`config.mk`:
```
export PLATFORM = sky130hd
export DESIGN_NAME = i2ct_top
export DESIGN_NICKNAME = d
export VERILOG_FILES = /design/src/rtl/i2ct_pkg.sv /design/src/rtl/i2ct_sync.sv /design/src/rtl/i2ct_cond.sv /design/src/rtl/i2ct_engine.sv /design/src/rtl/i2ct_top.sv
export SDC_FILE = /design/constraint.sdc
export NUM_CORES = 1
export LEC_CHECK = 0
export BUFFER_PORTS_ARGS = -buffer_cell sky130_fd_sc_hd__clkbuf_2
export CAP_MARGIN = 20
export CORE_ASPECT_RATIO = 0.7
export CORE_UTILIZATION = 40
export DETAILED_ROUTE_END_ITERATION = 8
export GPL_ROUTABILITY_DRIVEN = 0
export PLACE_DENSITY_LB_ADDON = 0.2
export SETUP_SLACK_MARGIN = 0.5
export SYNTH_ARGS = -nofsm -noshare
export SYNTH_HDL_FRONTEND = slang
export SYNTH_HIERARCHICAL = 1
export SYNTH_SLANG_ARGS = --single-unit
```
`constraint.sdc`:
```
create_clock -name clk -period 2.8 [get_ports clk]
set_clock_uncertainty 0.05 [all_clocks]
set_input_delay 0.14 -clock clk [delete_from_list [all_inputs] [get_ports clk]]
set_output_delay 0.14 -clock clk [all_outputs]
set_load 0.01 [all_outputs]
```
`src/rtl/i2ct_pkg.sv`:
```
package i2ct_pkg;

    localparam int BYTE_W = 8;
    localparam int ADR_W  = 7;
    localparam int CNT_W  = $clog2(BYTE_W + 1);

    // interrupt cause codes
    localparam logic [1:0] CAUSE_START  = 2'b00;
    localparam logic [1:0] CAUSE_RSTART = 2'b01;
    localparam logic [1:0] CAUSE_DATA   = 2'b10;
    localparam logic [1:0] CAUSE_STOP   = 2'b11;

    // host register selects
    localparam logic [1:0] RSEL_CTL = 2'd0;
    localparam logic [1:0] RSEL_PIN = 2'd1;
    localparam logic [1:0] RSEL_TX  = 2'd2;
    localparam logic [1:0] RSEL_RX  = 2'd3;

    typedef enum logic [2:0] {
        ST_IDLE,
        ST_ADDR,
        ST_AACK,
        ST_RX,
        ST_RACK,
        ST_TX,
        ST_TACK,
        ST_WAIT
    } eng_st_e;

    typedef struct packed {
        eng_st_e            st;
        logic [CNT_W-1:0]   cnt;
        logic [BYTE_W-1:0]  sh;
        logic               rw;
        logic               ack_ph;
        logic               mack;
        logic               busy;
        logic               rep;
        logic               addressed;
        logic               drv;
        logic               evt;
        logic [1:0]         code;
        logic               gc;
        logic [BYTE_W-1:0]  rx;
    } eng_s_t;

    typedef struct packed {
        logic               sw_mode;
        logic               stop_ie;
        logic               gc;
        logic               irq;
        logic [1:0]         code;
        logic               pin_scl;
        logic               pin_sdo;
        logic               pin_sdoe;
        logic               sdain;
        logic [BYTE_W-1:0]  tx;
    } regs_s_t;

endpackage

```
`src/rtl/i2ct_sync.sv`:
```
module i2ct_sync #(
    parameter int WIDTH  = 2,
    parameter int STAGES = 2
) (
    input  logic             clk,
    input  logic             rst_n,
    input  logic [WIDTH-1:0] async_i,
    output logic [WIDTH-1:0] sync_o
);

    logic [WIDTH-1:0] stg_q [STAGES];

    for (genvar g = 0; g < STAGES; g++) begin : g_stage
        logic [WIDTH-1:0] stg_d;
        if (g == 0) begin : g_first
            assign stg_d = async_i;
        end else begin : g_next
            assign stg_d = stg_q[g-1];
        end
        always_ff @(posedge clk or negedge rst_n) begin
            if (!rst_n) stg_q[g] <= '1;
            else        stg_q[g] <= stg_d;
        end
    end

    assign sync_o = stg_q[STAGES-1];

endmodule

```
`src/rtl/i2ct_cond.sv`:
```
module i2ct_cond (
    input  logic clk,
    input  logic rst_n,
    input  logic scl_s,
    input  logic sda_s,
    output logic start_o,
    output logic stop_o,
    output logic rise_o,
    output logic fall_o
);

    typedef struct packed {
        logic scl;
        logic sda;
    } prev_t;

    prev_t prev_d, prev_q;

    always_comb begin
        prev_d.scl = scl_s;
        prev_d.sda = sda_s;
    end

    always_ff @(posedge clk or negedge rst_n) begin
        if (!rst_n) prev_q <= '1;
        else        prev_q <= prev_d;
    end

    // data edges while the clock stays high are bus conditions
    assign start_o = prev_q.scl & scl_s & prev_q.sda & ~sda_s;
    assign stop_o  = prev_q.scl & scl_s & ~prev_q.sda & sda_s;
    assign rise_o  = ~prev_q.scl & scl_s;
    assign fall_o  = prev_q.scl & ~scl_s;

endmodule

```
`src/rtl/i2ct_engine.sv`:
```
module i2ct_engine
    import i2ct_pkg::*;
(
    input  logic              clk,
    input  logic              rst_n,
    input  logic              en_i,
    input  logic              start_i,
    input  logic              stop_i,
    input  logic              rise_i,
    input  logic              fall_i,
    input  logic              sda_i,
    input  logic [ADR_W-1:0]  own_addr_i,
    input  logic [BYTE_W-1:0] tx_byte_i,
    input  logic              stop_ie_i,
    output logic              sda_low_o,
    output logic              evt_o,
    output logic [1:0]        evt_code_o,
    output logic              gc_hit_o,
    output logic [BYTE_W-1:0] rx_byte_o
);

    eng_s_t d, q;
    logic   gc_m, own_m;

    assign gc_m  = (q.sh[ADR_W-1:0] == '0) && !sda_i;
    assign own_m = (q.sh[ADR_W-1:0] == own_addr_i);

    always_comb begin
        d     = q;
        d.evt = 1'b0;
        d.gc  = 1'b0;
        if (!en_i) begin
            d.st        = ST_IDLE;
            d.drv       = 1'b0;
            d.busy      = 1'b0;
            d.addressed = 1'b0;
            d.ack_ph    = 1'b0;
        end else if (start_i) begin
            d.st        = ST_ADDR;
            d.cnt       = '0;
            d.drv       = 1'b0;
            d.ack_ph    = 1'b0;
            d.addressed = 1'b0;
            d.rep       = q.busy;
            d.busy      = 1'b1;
        end else if (stop_i) begin
            d.st        = ST_IDLE;
            d.drv       = 1'b0;
            d.busy      = 1'b0;
            d.ack_ph    = 1'b0;
            d.addressed = 1'b0;
            if (q.addressed && stop_ie_i) begin
                d.evt  = 1'b1;
                d.code = CAUSE_STOP;
            end
        end else begin
            unique case (q.st)
                ST_ADDR: if (rise_i) begin
                    d.sh  = {q.sh[BYTE_W-2:0], sda_i};
                    d.cnt = q.cnt + 1'b1;
                    if (q.cnt == CNT_W'(BYTE_W-1)) begin
                        if (gc_m || own_m) begin
                            d.st        = ST_AACK;
                            d.ack_ph    = 1'b0;
                            d.addressed = 1'b1;
                            d.rw        = sda_i;
                            d.evt       = 1'b1;
                            d.code      = q.rep ? CAUSE_RSTART : CAUSE_START;
                            d.gc        = gc_m;
                        end else begin
                            d.st = ST_WAIT;
                        end
                    end
                end
                ST_AACK, ST_RACK: if (fall_i) begin
                    if (!q.ack_ph) begin
                        d.drv    = 1'b1;
                        d.ack_ph = 1'b1;
                    end else begin
                        d.ack_ph = 1'b0;
                        d.cnt    = '0;
                        if (q.st == ST_AACK && q.rw) begin
                            d.st  = ST_TX;
                            d.sh  = tx_byte_i;
                            d.drv = ~tx_byte_i[BYTE_W-1];
                        end else begin
                            d.st  = ST_RX;
                            d.drv = 1'b0;
                        end
                    end
                end
                ST_RX: if (rise_i) begin
                    d.sh  = {q.sh[BYTE_W-2:0], sda_i};
                    d.cnt = q.cnt + 1'b1;
                    if (q.cnt == CNT_W'(BYTE_W-1)) begin
                        d.rx     = {q.sh[BYTE_W-2:0], sda_i};
                        d.st     = ST_RACK;
                        d.ack_ph = 1'b0;
                        d.evt    = 1'b1;
                        d.code   = CAUSE_DATA;
                    end
                end
                ST_TX: begin
                    if (rise_i) begin
                        d.cnt = q.cnt + 1'b1;
                        if (q.cnt == CNT_W'(BYTE_W-1)) begin
                            d.st     = ST_TACK;
                            d.ack_ph = 1'b0;
                            d.evt    = 1'b1;
                            d.code   = CAUSE_DATA;
                        end
                    end else if (fall_i && q.cnt != '0) begin
                        d.sh  = {q.sh[BYTE_W-2:0], 1'b0};
                        d.drv = ~q.sh[BYTE_W-2];
                    end
                end
                ST_TACK: begin
                    if (rise_i && q.ack_ph) begin
                        d.mack = sda_i;
                    end else if (fall_i) begin
                        if (!q.ack_ph) begin
                            d.drv    = 1'b0;
                            d.ack_ph = 1'b1;
                        end else if (!q.mack) begin
                            d.st     = ST_TX;
                            d.cnt    = '0;
                            d.ack_ph = 1'b0;
                            d.sh     = tx_byte_i;
                            d.drv    = ~tx_byte_i[BYTE_W-1];
                        end else begin
                            d.st     = ST_WAIT;
                            d.ack_ph = 1'b0;
                            d.drv    = 1'b0;
                        end
                    end
                end
                default: ;
            endcase
        end
    end

    always_ff @(posedge clk or negedge rst_n) begin
        if (!rst_n) q <= '0;
        else        q <= d;
    end

    assign sda_low_o  = q.drv;
    assign evt_o      = q.evt;
    assign evt_code_o = q.code;
    assign gc_hit_o   = q.gc;
    assign rx_byte_o  = q.rx;

    // a stop always frees the data line on the next cycle
    p_stop_frees_line_r7: assert property (@(posedge clk) disable iff (!rst_n)
        (en_i && stop_i) |=> !sda_low_o);

    // a stop cause is only reported when stops were enabled
    p_stop_evt_gated_r7: assert property (@(posedge clk) disable iff (!rst_n)
        (evt_o && evt_code_o == CAUSE_STOP) |-> $past(stop_ie_i));

    // the target only pulls the data line inside an addressed transfer
    p_drive_needs_match_r3: assert property (@(posedge clk) disable iff (!rst_n)
        sda_low_o |-> q.addressed);

endmodule

```
`src/rtl/i2ct_top.sv`:
```
module i2ct_top
    import i2ct_pkg::*;
#(
    parameter int SYNC_STAGES = 2
) (
    input  logic        clk,
    input  logic        rst_n,
    input  logic        reg_wr,
    input  logic [1:0]  reg_addr,
    input  logic [7:0]  reg_wdata,
    output logic [7:0]  reg_rdata,
    input  logic [6:0]  own_addr,
    input  logic        scl_i,
    input  logic        sda_i,
    output logic        scl_oe_o,
    output logic        sda_oe_o,
    output logic        irq_o
);

    logic [1:0]        line_s;
    logic              scl_s, sda_s;
    logic              c_start, c_stop, c_rise, c_fall;
    logic              eng_low, eng_evt, eng_gc;
    logic [1:0]        eng_code;
    logic [BYTE_W-1:0] eng_rx;
    logic              wr_ctl, wr_pin, wr_tx;
    logic              unused_wbits;
    regs_s_t           d, q;

    i2ct_sync #(.WIDTH(2), .STAGES(SYNC_STAGES)) u_sync (
        .clk     (clk),
        .rst_n   (rst_n),
        .async_i ({scl_i, sda_i}),
        .sync_o  (line_s)
    );
    assign scl_s = line_s[1];
    assign sda_s = line_s[0];

    i2ct_cond u_cond (
        .clk     (clk),
        .rst_n   (rst_n),
        .scl_s   (scl_s),
        .sda_s   (sda_s),
        .start_o (c_start),
        .stop_o  (c_stop),
        .rise_o  (c_rise),
        .fall_o  (c_fall)
    );

    i2ct_engine u_eng (
        .clk        (clk),
        .rst_n      (rst_n),
        .en_i       (!q.sw_mode),
        .start_i    (c_start),
        .stop_i     (c_stop),
        .rise_i     (c_rise),
        .fall_i     (c_fall),
        .sda_i      (sda_s),
        .own_addr_i (own_addr),
        .tx_byte_i  (q.tx),
        .stop_ie_i  (q.stop_ie),
        .sda_low_o  (eng_low),
        .evt_o      (eng_evt),
        .evt_code_o (eng_code),
        .gc_hit_o   (eng_gc),
        .rx_byte_o  (eng_rx)
    );

    assign wr_ctl       = reg_wr && reg_addr == RSEL_CTL;
    assign wr_pin       = reg_wr && reg_addr == RSEL_PIN;
    assign wr_tx        = reg_wr && reg_addr == RSEL_TX;
    assign unused_wbits = ^reg_wdata[7:4];

    always_comb begin
        d = q;
        if (wr_ctl) begin
            d.sw_mode = reg_wdata[0];
            d.stop_ie = reg_wdata[1];
            if (!reg_wdata[2]) d.gc  = 1'b0;
            if (reg_wdata[3])  d.irq = 1'b0;
        end
        if (wr_pin) begin
            d.pin_scl  = reg_wdata[0];
            d.pin_sdo  = reg_wdata[1];
            d.pin_sdoe = reg_wdata[2];
        end
        if (wr_tx) d.tx = reg_wdata;
        // hardware events take priority over a host clear in the same cycle
        if (eng_evt) begin
            d.irq  = 1'b1;
            d.code = eng_code;
        end
        if (eng_gc) d.gc = 1'b1;
        if (q.sw_mode && c_rise && !q.pin_sdoe) d.sdain = sda_s;
    end

    always_ff @(posedge clk or negedge rst_n) begin
        if (!rst_n) q <= '0;
        else        q <= d;
    end

    always_comb begin
        unique case (reg_addr)
            RSEL_CTL: reg_rdata = {2'b00, q.code, q.irq, q.gc, q.stop_ie, q.sw_mode};
            RSEL_PIN: reg_rdata = {4'b0000, q.sdain, q.pin_sdoe, q.pin_sdo, q.pin_scl};
            RSEL_TX:  reg_rdata = q.tx;
            default:  reg_rdata = eng_rx;
        endcase
    end

    assign scl_oe_o = q.sw_mode & ~q.pin_scl;
    assign sda_oe_o = q.sw_mode ? (q.pin_sdoe & ~q.pin_sdo) : eng_low;
    assign irq_o    = q.irq;

    // a pending interrupt persists until the host writes 1 to clear it
    p_irq_hold_r9: assert property (@(posedge clk) disable iff (!rst_n)
        (irq_o && !(wr_ctl && reg_wdata[3])) |=> irq_o);

    // the general-call flag persists until the host writes 0 to it
    p_gc_hold_r8: assert property (@(posedge clk) disable iff (!rst_n)
        (q.gc && !(wr_ctl && !reg_wdata[2])) |=> q.gc);

    // the hardware target stays silent while software owns the pins
    p_hw_quiet_r10: assert property (@(posedge clk) disable iff (!rst_n)
        (q.sw_mode && $past(q.sw_mode)) |-> !eng_low);

    // the sampled data bit only changes on a rising clock edge
    p_sdain_edge_r11: assert property (@(posedge clk) disable iff (!rst_n)
        !c_rise |=> $stable(q.sdain));

endmodule

```
==> impl_metrics.yaml <==
outcome:
  status: "finished clean"
finish:
  final_area_um2: 3870
  antenna_cells: 0
  final_util: 0.491
  nets: 343
  synthToLayoutAreaGrowth_pct: 18.9
  fillers: 742
  drive_gt1_frac: 0.407
global_route:
  overflow: 0
  grt_pass1_wl_mm: 12.1
  grt_start_max_net_pins: 42
  grt_pass1_vias: 2271
  track_usage: 0.193
  antenna_found_initial: 0
placement:
  place_hpwl_mm: 5.22
  postPlaceCellArea_um2: 3410
  io_buffers: 32
synthesis:
  synthXorXnorAreaFrac: 0.0242
  postSynthCellCount: 283
  synth_cell_types: 63
  synth-async-reset-ratio: 1.00
  seq_area_frac_synth: 0.441
  yosys_warnings: 6
  synthAdderAreaFrac: 0.00770
  synth_area_um2: 3250
  synth_top_family_by_area: "multiplexers"
  synth_edf_count: 0
  synth_top_flop_cell: "dfrtp_1"
  synth-compound-area-share: 0.112
  synth_nets: 307
  syn_avg_cell_area_um2: 11.5
  postSynthRegisterBits: 57
  synth-simple-area-share: 0.149
  synth_mux_area_frac: 0.205
clock_tree:
  clk_pin_slew_ns: 0.05
  clkLatencyLatePin_ns: 0.32
  cts_tree: "yes"
  htreeDepth: 3
  cts_buffer_depth: 2
  cts-buffers-inserted: 9
  ctsRootBufferMaster: "clkbuf_16"
  cts.sinks: 57
sta:
  fmaxAchievable_ghz: 0.447
  worst_pin_slew_ns: 0.695
  hold_viol: 0
  maxSlewViolCount: 0
  maxSlewHeadroom: 0.537
  timing.final.crit_period_ns: 2.24
  min_period_over_period: 0.799
  rsz0062_at_grt: "true"
  setup_violations: 0
  tns_ns: 0
  holdWs_ns: 0.0164
floorplan:
  initial_core_util: 0.413
  die_h_um: 77.4
  core_area_um2: 7870
  die_area_um2: 8500
  ioPinCount: 33
  die_w_um: 110
  num_rows: 27
routing:
  detail_route.first_pass.iterations: 4
  via_per_inst: 5.52
  drtIter0Drc: 148
  vias: 2347
  postRouteAntennaNets: 0
  wl_per_cell_um: 17.7
  routed_wl_mm: 7.51
  drc_errors: 0
power:
  power_density_nw_per_um2: 729
  leakagePower_nw: 1.75
  irDropWorstVdd_v: 0.000423
critical_path:
  cp.required_ns: 2.95
  ff2ff_path_depth: 5
  cp-start-kind: "flip-flop"
  crit_path_max_fanout: 11
  crit_type: "flip-flop to flip-flop"
  arrival_ns: 2.39
  end_kind: "flip-flop"
flow_run:
  cap_viol_max_count: 0
min_path:
  holdPathStages: 2
  hold_path.class: "primary input to flip-flop"
-- power by group --
group          internal [mW]  switching [mW]
clock                  0.823           0.367
combinational          0.287           0.250
sequential             0.946           0.145
-- synthesized netlist by cell type, types with 4 or more instances --
cell       n  area share
dfstp_2    6       0.048
nand3_1    7       0.011
xor2_1     9       0.024
nor3_1     4      0.0062
o21ai_0   10       0.015
buf_4     12       0.028
nor3b_1    6       0.014
mux2_2    35        0.12
nor2b_1    8       0.015
nor4_1     4      0.0077
mux4_2     4       0.028
nand2_1   13       0.015
nor2_1    12       0.014
a21oi_1    8       0.012
inv_1      8      0.0092
dfrtp_1   51        0.39
mux2i_1    5       0.015
mux2_4     8       0.037
clkbuf_1   4      0.0046
-- flip-flops by register name (all words and copies together), names as in the netlist, 2 cells and up --
| register | cells |
|---|---|
| q | 17 |
| u_cond/prev_q | 2 |
| u_eng/evt_code_o | 2 |
| u_eng/q | 20 |
| u_eng/rx_byte_o | 8 |
| u_sync/g_stage.stg_d | 2 |
| u_sync/sync_o | 2 |
-- placed cells by master, fill, tap and decap left out, types with 3 or more instances in the layout --
cell type,instances
a21oi_1,8
a22oi_1,3
and4b_2,3
buf_4,9
clkbuf_16,9
clkbuf_2,32
dfrtp_1,51
dfstp_2,6
dlygate4sd3_1,7
inv_1,8
mux2_2,35
mux2_4,8
mux2i_1,5
mux4_2,4
nand2_1,13
nand3_1,7
nand3b_1,3
nor2_1,12
nor2b_1,7
nor3_1,4
nor3b_1,4
nor4_1,3
o211ai_1,3
o21a_1,3
o21ai_0,10
xor2_1,9
-- metal layers --
| metal | vias up | global-route usage | wire length (um) |
|---|---|---|---|
| met1 | 1164 | 0.309 | 3950 |
| met3 | 8 | 0.0412 | 462 |
| met2 | 72 | 0.252 | 3020 |
| li1 | 1103 | - | - |
| met4 | 0 | 0.0640 | 70 |
| met5 | - | 0 | 0 |
-- worst max-delay path, cell delays in order (launching register included) --
cell and delay (ns):
dfstp_2 0.52, and4b_2 0.31, nor2_1 0.15, nand2_1 0.17, or4_4 0.58, mux2_4 0.33
-- worst paths after layout --
kind                                       startpoint            endpoint  slack [ns]
min reg2reg                u_sync/g_stage[1].stg_d[1]    u_sync/sync_o[1]        0.30
max reg2reg                          u_cond/prev_q[0]  u_eng/rx_byte_o[5]        0.56
max                                  u_cond/prev_q[0]  u_eng/rx_byte_o[5]        0.56
max in group asynchronous                       rst_n  u_eng/rx_byte_o[5]        1.58
min                                      reg_wdata[5]                q[5]        0.02
min in group asynchronous                       rst_n         u_eng/q[32]        0.24
-- timing repair --
| item | in CTS | in global routing |
|---|---|---|
| hold buffers | 7 | 0 |
| endpoints found under the setup margin | 18 | 9 |
| gates resized for setup | 6 | 1 |
| hold endpoints to repair | 16 | 0 |
| pin swaps | 2 | 2 |
| buffers inserted | 3 | 1 |
-- through the flow --
| step | std cells | total power [mW] | worst slack [ns] |
|---|---|---|---|
| floorplan | 283 | 1.43 | 0.547 |
| global placement | 398 | 1.60 | 0.329 |
| detailed placement | 398 | 1.61 | 0.275 |
| CTS | 424 | 2.84 | 0.516 |
| global route | 425 | 2.95 | 0.468 |
| finish | 425 | 2.82 | 0.563 |
-- cells by family after synthesis --
| logic type | count (synthesis) |
|---|---|
| simple gates | 78 |
| flops | 57 |
| mux | 53 |
| compound gates | 52 |
| buf+inv | 32 |
| xor+xnor | 9 |
| fa+ha+maj | 2 |
-- layout make-up --
type / instances / area [um^2] / share of cell area
Clock buffer: 11 / 253 / 0.0654
Sequential cell: 57 / 1430 / 0.371
Tap cell: 101 / 126 / 0.0327
Clock inverter: 5 / 77.6 / 0.0201
Timing Repair Buffer: 48 / 298 / 0.0770
Multi-Input combinational cell: 194 / 1650 / 0.425
Inverter: 9 / 33.8 / 0.00874
Note: power is estimated with default switching activity, not from simulation.
